<file path="config.mk">
export PLATFORM = sky130hd
export DESIGN_NAME = ckb_result
export DESIGN_NICKNAME = d
export VERILOG_FILES = /design/src/rtl/ckb_result.sv
export SDC_FILE = /design/constraint.sdc
export NUM_CORES = 1
export LEC_CHECK = 0
export BUFFER_PORTS_ARGS = -buffer_cell sky130_fd_sc_hd__buf_2
export CORE_ASPECT_RATIO = 1.4
export CORE_MARGIN = 3
export CORE_UTILIZATION = 54
export CTS_BUF_LIST = sky130_fd_sc_hd__clkbuf_2 sky130_fd_sc_hd__clkbuf_4 sky130_fd_sc_hd__clkbuf_8
export DETAILED_ROUTE_END_ITERATION = 12
export PLACE_DENSITY = 0.88
export SLEW_MARGIN = 0
export SYNTH_ARGS = -nofsm -noshare
export SYNTH_HDL_FRONTEND = slang
export SYNTH_SLANG_ARGS = --single-unit
</file>
<file path="constraint.sdc">
create_clock -name clk -period 4.9 [get_ports clk]
set_input_delay 0.49 -clock clk [delete_from_list [all_inputs] [get_ports clk]]
set_output_delay 0.49 -clock clk [all_outputs]
set_load 0.01 [all_outputs]
</file>
<file path="src/rtl/ckb_result.sv">
module ckb_result #(
  parameter int ADDR_W = 16,
  parameter int DATA_W = 8,
  parameter int CNT_W  = 16
) (
  input  logic              clk,
  input  logic              rst_n,
  input  logic              clear,
  input  logic              count_en,
  input  logic              capture,
  input  logic [ADDR_W-1:0] cur_addr,
  input  logic [DATA_W-1:0] cur_exp,
  input  logic [DATA_W-1:0] cur_act,
  output logic [CNT_W-1:0]  good_count,
  output logic [ADDR_W-1:0] fail_addr,
  output logic [DATA_W-1:0] fail_exp,
  output logic [DATA_W-1:0] fail_act
);
  always_ff @(posedge clk or negedge rst_n) begin
    if (!rst_n) begin
      good_count <= '0;
      fail_addr  <= '0;
      fail_exp   <= '0;
      fail_act   <= '0;
    end else if (clear) begin
      good_count <= '0;
      fail_addr  <= '0;
      fail_exp   <= '0;
      fail_act   <= '0;
    end else begin
      if (count_en) good_count <= good_count + 1'b1;
      if (capture) begin
        fail_addr <= cur_addr;
        fail_exp  <= cur_exp;
        fail_act  <= cur_act;
      end
    end
  end
endmodule

</file>
==> out/summary.txt, run 1 <==
Outcome: finished, final reports clean
Post-synth EDFFs: 0
Via/cell ratio: 5.45
First-pass GRT wire length: 7.42 mm
Number of DRC markers in iteration 0: 68
Width of the die: 58.9 um
Data required, critical path: 5.08 ns
Hold/Removal Path Class: in -> async
Post-synth ARST share: 100%
Initial DRT Pass Iterations: 4
Worst Tran Pin Value: 1.05 ns
Initial antenna violation count: 0
RSZ-0062 raised after global routing: no
Post-synthesis sequential area ratio: 56.8%
Root Buffer: clkbuf_8
Part of the cycle the worst path needs: 34.7%
Slew margin rel.: 30.2%
Final setup viols: 0
Mapped Area: 0.00211 mm2
Static Leak: 1.48 nW
Max-cap viol count: 0
Post-synth top cells: 48 x dfrtp_1, 41 x nor2_1, 33 x mux2i_1, 7 x a21oi_1
Top-count cell post-synth: dfrtp_1
CTS H-tree depth: 2
Die span in y: 80.0 um
Worst Reg-to-Reg Cells: 4
PD cells: 318 mW/mm2
Post-CTS Resized: 0
Setup_tns: 0 ns
Setup bufs post-CTS: 0
Shortest period the worst path allows: 1.70 ns
Fmax: 0.588 GHz
Cell taking the most area after synthesis: dfrtp_1
Largest net degree at the start of global routing: 53
Synth area leaders: dfrtp_1 57%, mux2i_1 16%, nor2_1 7.3%, or4_1 1.8%, a21oi_1 1.7%
Longest Clk Path Bufs: 2
Total gr overflow: 0
CP Capture Type: register
WS Path Type: reg -> reg
Share of the synthesized area in the top cell type: 56.8%
CORE AREA: 0.00371 mm2
Starting Density: 57.0%
Ys flop type: dfrtp_1
Final Hold Viols: 0
Final nets: 307
Maximum vdd drop: 0.000253 V
Post-Route WL: 4.59 mm
Placed Cells: 304
#FFs+latches synth: 48
Cells after Synth: 188
Ports: 85
Crit path DAT: 1.88 ns
CTS tree: built
Final Max Slew Viols: 0
Final std cells w/o fill: 312
# DRC: 0
Antenna Nets Post-Route: 0
Total chip power: 852 uW
Worst Skew: 0.00899 ns
RePlAce Congestion: 0.769
Clk_lat worst skew: 0.30 ns
Layout cells sized above 1: 35.2%
Clock slew at reported path FFs: 0.09 ns
Area grow syn2layout: 26.9%
Crit-path max FO: 9
Die area: 0.00471 mm2
GRT Total Usage: 20.9%
Synth warn: 0
Syn Area/Cell: 11.2 um2
CTS Sinks: 48
Cts bufs inserted: 5
Port Buffer Count: 84
Vias in the first global route: 1,581
Synth cell types: 25
Site Rows: 26
Hold Buf Count CTS: 0
Via count: 1,700
Flop2flop setup slack: 3.20 ns
WL/cell: 14.7 um
Ant diodes: 0
Finished Core Util: 72.3%
Post-Syn Nets: 226
Critical Path Start Type: register
Detail Placement HPWL: 3.30 mm
routing by layer:
| metal | GRT usage (%) | vias to the layer above | part of all wire [%] |
|---|---|---|---|
| met5 | 0 | - | 0 |
| li1 | - | 818 | - |
| met4 | 7.03 | 0 | 1.4 |
| met2 | 36.4 | 51 | 55 |
| met3 | 5.99 | 8 | 5.8 |
| met1 | 23.9 | 823 | 38 |
layout make-up:
| cell class | count | area [um2] |
|---|---|---|
| Inverter | 3 | 11.3 |
| Multi-Input combinational cell | 127 | 858 |
| Clock inverter | 3 | 68.8 |
| Clock buffer | 5 | 68.8 |
| Sequential cell | 48 | 1200 |
| Fill cell | 280 | 1030 |
| Tap cell | 42 | 52.6 |
| Timing Repair Buffer | 84 | 420 |
cells in the final DEF (no fill, tap or decap), types with 2 or more instances in the layout:
| cell | Yosys | layout |
|---|---|---|
| buf_2 | 4 | 84 |
| dfrtp_1 | 48 | 48 |
| nor2_1 | 41 | 41 |
| mux2i_1 | 33 | 33 |
| a21oi_1 | 7 | 7 |
| nand2_1 | 5 | 5 |
| or4_1 | 5 | 5 |
| clkbuf_8 | 0 | 5 |
| nor2b_1 | 4 | 4 |
| nand3_1 | 4 | 4 |
| nand4_1 | 4 | 4 |
| nor4_1 | 4 | 4 |
| o31ai_1 | 4 | 4 |
| mux2_1 | 3 | 3 |
| inv_1 | 3 | 3 |
| xnor2_1 | 2 | 2 |
| o21ai_0 | 2 | 2 |
| or3_1 | 2 | 2 |
| xor2_1 | 2 | 2 |
| bufinv_16 | 0 | 2 |
registers in the layout, summed over array words and instances (netlist names):
register    cells
good_count     16
fail_exp        8
fail_addr      16
fail_act        8
worst paths after layout:
kind | from | to
worst max-delay path | good_count[0] | good_count[12]
max in group asynchronous | rst_n | fail_exp[4]
min in group clk | cur_addr[13] | fail_addr[13]
worst max register to register | good_count[0] | good_count[12]
worst min-delay path | rst_n | fail_exp[1]
worst min register to register | fail_addr[7] | fail_addr[7]
cells by family (layout without fill, tap and decap cells):
logic type                 after synthesis  in the layout  synth area share [%]
buffers and inverters                   13             95                  2.55
adders and majority gates                1              1                 0.592
AOI/OAI and AO/OA                       14             14                  3.97
DFF                                     48             48                  56.8
muxes                                   37             37                  17.8
and+or+nand+nor                         71             71                  16.6
xor gates and xnor gates                 4              4                  1.66
critical path: stages (launching register included):
cell     delay, ns
dfrtp_1       0.46
ha_1          0.25
nand4_4       0.17
nor4_1        0.34
mux2_1        0.36
stage by stage:
stage	hold slack, ns	worst slack (ns)	area [um2]
CTS	0.395	3.18	2680
finish	0.354	3.20	2680
detailed placement	0.507	3.18	2540
floorplan	0.194	3.29	2110
global route	0.412	3.09	2680
global placement	0.495	3.20	2540
report_power, final:
part / switching, mW / internal, mW
registers: 0.0105 / 0.412
logic: 0.0506 / 0.0397
clock network: 0.134 / 0.205
total: 0.195 / 0.657
(Power assumes the default switching activity.)
==> inputs of run 2 (changes only) <==
Settings changed: ABC_AREA set to 1, CORE_UTILIZATION 54 to 50, PLACE_DENSITY 0.88 to 0.82.
Clock period 4.9 ns to 1.6 ns, I/O delays scaled along.
==> run 2 against run 1 <==
Against the previous run: critical path depth is 3 higher; largest cell class unchanged; first-iteration DRC count down 16%; worst hold slack worse by 0.28 ns; cell area up 1.4%; non-clock buffer count is 5 higher; critical path type unchanged; fmax increased by 22%; clock power rose to 2.5 times the previous value; cell count rose by 22%.
==> out/summary.txt, run 2 <==
Outcome: finished, final reports clean (unchanged)
Static Leak: 1.44 nW (was 1.48 nW)
Worst Tran Pin Value: 0.879 ns (was 1.05 ns)
Post-Route WL: 4.82 mm (was 4.59 mm)
Ant diodes: 0 (unchanged)
Switching share of power: 23.5% (was 22.9%)
Share of the synthesized area in the top cell type: 56.2% (was 56.8%)
Psw: 566 uW (was 195 uW)
#FFs+latches synth: 48 (unchanged)
Ys flop type: dfrtp_1 (unchanged)
Root Buffer: clkbuf_8 (unchanged)
Cell Int Power: 1.85 mW (was 657 uW)
Via count: 1,936 (was 1,700)
Detail Placement HPWL: 3.49 mm (was 3.30 mm)
Synth warn: 0 (unchanged)
Worst r2r src: good_count[0] (unchanged)
Most frequent cells in the layout: 84 x buf_2, 48 x inv_1, 48 x dfrtp_1 (was 84 x buf_2, 48 x dfrtp_1, 41 x nor2_1)
# fillers: 332 (was 280)
Hold/Removal Path Class: in -> reg (was in -> async)
Antenna Nets Post-Route: 0 (unchanged)
Data required, critical path: 1.83 ns (was 5.08 ns)
Most common cell after layout, fill and taps aside: buf_2 (unchanged)
Sequential power share: 53.6% (was 49.6%)
Post-DP Area: 0.00260 mm2 (was 0.00254 mm2)
Worst reg2reg path endpoint: good_count[12] (unchanged)
CTS H-tree depth: 2 (unchanged)
Slew margin rel.: 41.4% (was 30.2%)
CORE AREA: 0.00402 mm2 (was 0.00371 mm2)
Cells after Synth: 251 (was 188)
Finished Core Util: 67.7% (was 72.3%)
Final nets: 374 (was 307)
Cell taking the most area after synthesis: dfrtp_1 (unchanged)
Syn Area/Cell: 8.52 um2 (was 11.2 um2)
Via/cell ratio: 5.09 (was 5.45)
Mapped Area: 0.00214 mm2 (was 0.00211 mm2)
Clock slew at reported path FFs: 0.08 ns (was 0.09 ns)
# DRC: 0 (unchanged)
Port Buffer Count: 84 (unchanged)
RePlAce Congestion: 0.916 (was 0.769)
Post-synth top cells: 48 x dfrtp_1, 48 x inv_1, 38 x nand3_1, 34 x o21ai_0, 23 x nor2_1 (was 48 x dfrtp_1, 41 x nor2_1, 33 x mux2i_1, 7 x a21oi_1)
Placed Cells: 371 (was 304)
Ports: 85 (unchanged)
PD cells: 887 mW/mm2 (was 318 mW/mm2)
Post-CTS Resized: 0 (unchanged)
WS Path Type: reg -> reg (unchanged)
Design area: 0.00272 mm2 (was 0.00268 mm2)
Final setup viols: 0 (unchanged)
Total gr overflow: 0 (unchanged)
Flop2flop setup slack: 0.21 ns (was 3.20 ns)
WL/cell: 12.7 um (was 14.7 um)
Hold Buf Count CTS: 1 (was 0)
Synth cell types: 21 (was 25)
Setup bufs post-CTS: 0 (unchanged)
Clk pwr share: 35.7% (was 39.8%)
Shortest period the worst path allows: 1.39 ns (was 1.70 ns)
Vias in the first global route: 1,875 (was 1,581)
Largest net degree at the start of global routing: 49 (was 53)
Worst Skew: 0.00540 ns (was 0.00899 ns)
Area grow syn2layout: 27.2% (was 26.9%)
Worst hold endpoint: good_count[6]
Initial DRT Pass Iterations: 4 (unchanged)
Critical Path Start Type: register (unchanged)
Maximum vdd drop: 0.000596 V (was 0.000253 V)
GRT Total Usage: 21.4% (was 20.9%)
Starting Density: 53.2% (was 57.0%)
Post-synth ARST share: 100% (unchanged)
Longest Clk Path Bufs: 2 (unchanged)
Layout cells sized above 1: 31.2% (was 35.2%)
Hold depth: 2
Crit path DAT: 1.62 ns (was 1.88 ns)
Cts bufs inserted: 5 (unchanged)
First-pass GRT wire length: 8.31 mm (was 7.42 mm)
Final Hold Viols: 0 (unchanged)
Post-Syn Nets: 289 (was 226)
Final Max Slew Viols: 0 (unchanged)
Worst Reg-to-Reg Cells: 7 (was 4)
Site Rows: 27 (was 26)
Hold_sp: clear
Crit-path max FO: 5 (was 9)
Die span in y: 83.4 um (was 80.0 um)
CTS tree: built (unchanged)
Synth area leaders: dfrtp_1 56%, nand3_1 8.9%, inv_1 8.4%, o21ai_0 8.0%, nor2_1 4.0% (was dfrtp_1 57%, mux2i_1 16%, nor2_1 7.3%, or4_1 1.8%, a21oi_1 1.7%)
Final std cells w/o fill: 380 (was 312)
Combinational power share: 10.8% (was 10.6%)
Post-synthesis sequential area ratio: 56.2% (was 56.8%)
Width of the die: 61.3 um (was 58.9 um)
CTS Sinks: 48 (unchanged)
RSZ-0062 raised after global routing: no (unchanged)
CP Capture Type: register (unchanged)
Largest regs: fail_addr (16), good_count (16) (unchanged)
Fmax: 0.717 GHz (was 0.588 GHz)
Clk_lat worst skew: 0.29 ns (was 0.30 ns)
Part of the cycle the worst path needs: 87.1% (was 34.7%)
Setup_tns: 0 ns (unchanged)
Die area: 0.00511 mm2 (was 0.00471 mm2)
Initial antenna violation count: 0 (unchanged)
Post-synth EDFFs: 0 (unchanged)
Number of DRC markers in iteration 0: 57 (was 68)
Max-cap viol count: 0 (unchanged)
run 2: per-layer routing:
metal  GRT usage (%)  vias up  routed length, um
li1                -      966                  -
met1            27.2      895               2030
met2            33.8       69               2400
met3            5.91        6                326
met4            7.89        0                 61
met5               0        -                  0
run 2: worst max-delay path by stage:
stage | from | endpoint | slack, ns
after global placement | clear | fail_act[3] | 0.27
after global routing | good_count[0] | good_count[12] | 0.006
after floorplan | good_count[0] | good_count[12] | 0.35
after CTS | good_count[0] | good_count[12] | 0.20
final | good_count[0] | good_count[12] | 0.21
after detailed placement | clear | fail_addr[7] | 0.22
run 2: metrics by stage:
step | power [mW] | setup slack (ns) | hold slack (ns)
2_1_floorplan | 1.43 | 0.355 | -0.136
3_3_place_gp | 1.57 | 0.270 | 0.285
3_5_place_dp | 1.58 | 0.223 | 0.289
4_1_cts | 2.45 | 0.204 | 0.0624
5_1_grt | 2.55 | 0.00577 | 0.0668
6_report | 2.41 | 0.206 | 0.0748
run 2: power groups by stage:
stage / Clock, mW / Combinational, mW / Sequential (mW)
finish: 0.861 / 0.260 / 1.29
global placement: 0 / 0.257 / 1.32
CTS: 0.892 / 0.266 / 1.29
floorplan: 0 / 0.0914 / 1.34
detailed placement: 0 / 0.264 / 1.31
global route: 0.951 / 0.298 / 1.30
run 2: area by class of cell:
class	instances	area [um2]	area share [%]
repair buffers	89	460	16.9
clock buffers	6	76.3	2.81
well taps	43	53.8	1.98
clock inverters	2	35.0	1.29
flip-flops and latches	48	1200	44.2
inverters	49	184	6.76
multi-input cells	143	709	26.1
run 2: critical path: stages, from the launching register on:
cell     delay, ns
dfrtp_1       0.42
ha_1          0.20
nand3_2       0.13
nor2_1        0.22
nand3_1       0.13
nand2_1       0.09
nand2_1       0.05
nor2_1        0.08
run 2: cell families after synthesis:
family	count (synthesis)	synth area share, %
buf+inv	60	10.6
simple gates	95	21.1
flops	48	56.2
compound gates	47	11.5
fa+ha+maj	1	0.585
==> inputs of run 3 (changes only) <==
--- a/config.mk
+++ b/config.mk
@@ -13,6 +13,7 @@
 export CTS_BUF_LIST = sky130_fd_sc_hd__clkbuf_2 sky130_fd_sc_hd__clkbuf_4 sky130_fd_sc_hd__clkbuf_8
 export DETAILED_ROUTE_END_ITERATION = 12
+export GPL_TIMING_DRIVEN = 0
 export PLACE_DENSITY = 0.82
-export SLEW_MARGIN = 0
+export SLEW_MARGIN = 20
 export SYNTH_ARGS = -nofsm -noshare
 export SYNTH_HDL_FRONTEND = slang
==> constraint.sdc (replaced) <==
create_clock -name clk -period 1.6 [get_ports clk]
set_input_delay 0.16 -clock clk [delete_from_list [all_inputs] [get_ports clk]]
set_output_delay 0.16 -clock clk [all_outputs]
set_load 0.1 [all_outputs]
==> run 3 against run 2 <==
Against the previous run: routed wire length rose by 1.4%; register-to-register slack better by 0.03 ns; global-route usage is 0.19 points lower; sequential power is essentially flat; power is 15% higher; via count rose by 0.26%; fmax is 2.2% higher; critical path depth did not move; clock-buffer cell count stayed put; worst hold slack improved by 0.0057 ns; cell count rose by 1.6%.
==> out/summary.txt, run 3 (synthesis gave the netlist of run 2 again) <==
Outcome: finished, final reports clean (unchanged)
Fmax: 0.733 GHz (was 0.717 GHz)
Flop2flop setup slack: 0.24 ns (was 0.21 ns)
Starting Density: 53.2% (unchanged)
Clock slew at reported path FFs: 0.08 ns (about the same)
Hold depth: 2 (unchanged)
CORE AREA: 0.00402 mm2 (unchanged)
Hold_sp: clear (unchanged)
Final nets: 380 (was 374)
Die span in y: 83.4 um (unchanged)
Critical Path Start Type: register (unchanged)
WL/cell: 12.7 um (about the same)
Cts bufs inserted: 5 (unchanged)
# DRC: 0 (unchanged)
Clk pwr share: 31.4% (was 35.7%)
Shortest period the worst path allows: 1.36 ns (was 1.39 ns)
Crit path DAT: 1.59 ns (was 1.62 ns)
Final WS setup: 0.235 ns (was 0.206 ns)
Initial antenna violation count: 0 (unchanged)
Root Buffer: clkbuf_8 (unchanged)
Final Max Slew Viols: 0 (unchanged)
Largest regs: fail_addr (16), good_count (16) (unchanged)
Die area: 0.00511 mm2 (unchanged)
CTS Sinks: 48 (unchanged)
Worst r2r src: good_count[0] (unchanged)
PD cells: 1010 mW/mm2 (was 887 mW/mm2)
Data required, critical path: 1.82 ns (was 1.83 ns)
CTS tree: built (unchanged)
Psw: 936 uW (was 566 uW)
Width of the die: 61.3 um (unchanged)
Worst Skew: 0.00362 ns (was 0.00540 ns)
Final std cells w/o fill: 386 (was 380)
RSZ-0062 raised after global routing: no (unchanged)
Slew margin rel.: 61.0% (was 41.4%)
Antenna Nets Post-Route: 0 (unchanged)
Highest routing layer actually used: met4 (unchanged)
Final setup viols: 0 (unchanged)
Part of the cycle the worst path needs: 85.3% (was 87.1%)
Met3 Wirelength: 331 um (was 326 um)
Switching share of power: 33.6% (was 23.5%)
Via/cell ratio: 5.03 (was 5.09)
Worst hold endpoint: good_count[6] (unchanged)
Via count: 1,941 (was 1,936)
RePlAce Congestion: 0.895 (was 0.916)
CTS H-tree depth: 2 (unchanged)
Placed Cells: 377 (was 371)
Crit-path max FO: 5 (unchanged)
Metal1 wirelength: 2.03 mm (about the same)
Largest net degree at the start of global routing: 49 (unchanged)
Port Buffer Count: 83 (was 84)
Setup_tns: 0 ns (unchanged)
Clk_lat worst skew: 0.29 ns (about the same)
Post-Route WL: 4.89 mm (was 4.82 mm)
Ant diodes: 0 (unchanged)
Design area: 0.00275 mm2 (was 0.00272 mm2)
Worst Tran Pin Value: 0.585 ns (was 0.879 ns)
Ports: 85 (unchanged)
Longest Clk Path Bufs: 2 (unchanged)
Initial DRT Pass Iterations: 4 (unchanged)
WS Path Type: reg -> reg (unchanged)
Most common cell after layout, fill and taps aside: buf_2 (unchanged)
Final Hold Viols: 0 (unchanged)
Setup WS pre-CTS: 0.252 ns (was 0.223 ns)
Area grow syn2layout: 28.7% (was 27.2%)
# fillers: 344 (was 332)
Cell Int Power: 1.85 mW (about the same)
Worst reg2reg path endpoint: good_count[12] (unchanged)
Total gr overflow: 0 (unchanged)
Hold/Removal Path Class: in -> reg (unchanged)
Combinational power share: 22.2% (was 10.8%)
Worst Reg-to-Reg Cells: 7 (unchanged)
Site Rows: 27 (unchanged)
CP Capture Type: register (unchanged)
Max-cap viol count: 0 (unchanged)
Sequential power share: 46.4% (was 53.6%)
Post-DP Area: 0.00263 mm2 (was 0.00260 mm2)
Detail Placement HPWL: 3.71 mm (was 3.49 mm)
GRT Total Usage: 21.2% (was 21.4%)
Number of DRC markers in iteration 0: 90 (was 57)
WL met2: 2.43 mm (was 2.40 mm)
First-pass GRT wire length: 8.38 mm (was 8.31 mm)
Static Leak: 1.41 nW (was 1.44 nW)
Post-CTS Resized: 0 (unchanged)
Layout cells sized above 1: 33.8% (was 31.2%)
Vias in the first global route: 1,929 (was 1,875)
Most frequent cells in the layout: 84 x buf_2, 48 x inv_1, 38 x nand3_1 (was 84 x buf_2, 48 x inv_1, 48 x dfrtp_1)
Maximum vdd drop: 0.000797 V (was 0.000596 V)
[run 3: area by class of cell]
type                    count  area [um2]  share of cell area [%]
plain buffers              11        43.8                    1.59
clock buffers               6        76.3                    2.77
clock inverters             2        35.0                    1.27
inverters                  49         184                    6.68
multi-input cells         143         709                    25.8
flip-flops and latches     48        1220                    44.4
well taps                  43        53.8                    1.96
repair buffers             84         428                    15.6
[run 3: metrics by stage]
| step | power [mW] | utilization (%) | hold WS [ns] |
|---|---|---|---|
| final | 2.79 | 68.4 | 0.0805 |
| after CTS | 2.81 | 68.1 | 0.0641 |
| after global routing | 2.90 | 68.4 | 0.0659 |
| after global placement | 1.93 | 65.4 | 0.391 |
| after floorplan | 1.78 | - | -0.136 |
| after detailed placement | 1.94 | 65.4 | 0.387 |
[run 3: worst max-delay path by stage]
stage	start	to	slack [ns]	cells after the start
after floorplan	good_count[1]	good_count[12]	0.001	6
after global placement	good_count[0]	good_count[12]	0.29	7
after detailed placement	good_count[0]	good_count[12]	0.25	7
after CTS	good_count[0]	good_count[12]	0.23	7
after global routing	good_count[0]	good_count[12]	0.09	7
final	good_count[0]	good_count[12]	0.24	7
[run 3: worst max-delay path, cell delays in order, from the launching register on]
cell and delay (ns):
dfrtp_4 0.44, ha_1 0.18, nand3_2 0.12, nor2_1 0.22, nand3_1 0.13, nand2_1 0.08, nand2_1 0.04, nor2_1 0.08
[run 3: timing repair]
| item | 4_1_cts | 5_1_grt |
|---|---|---|
| buffers inserted | 0 | 0 |
| hold endpoints to repair | 0 | 48 |
| hold buffers | 0 | 1 |
| setup endpoints to repair | 0 | 0 |
[run 3: power groups by stage]
| stage | Combinational [mW] | Clock [mW] | Sequential [mW] |
|---|---|---|---|
| 2_1_floorplan | 0.0940 | 0 | 1.69 |
| 3_3_place_gp | 0.615 | 0 | 1.32 |
| 3_5_place_dp | 0.622 | 0 | 1.32 |
| 4_1_cts | 0.622 | 0.899 | 1.29 |
| 5_1_grt | 0.657 | 0.947 | 1.30 |
| 6_report | 0.619 | 0.874 | 1.29 |
[run 3: routing by layer]
layer  GRT usage (%)  up-vias
met1            26.1      894
li1                -      977
met3            5.75       10
met5               0        -
met4            6.51        0
met2            35.0       60
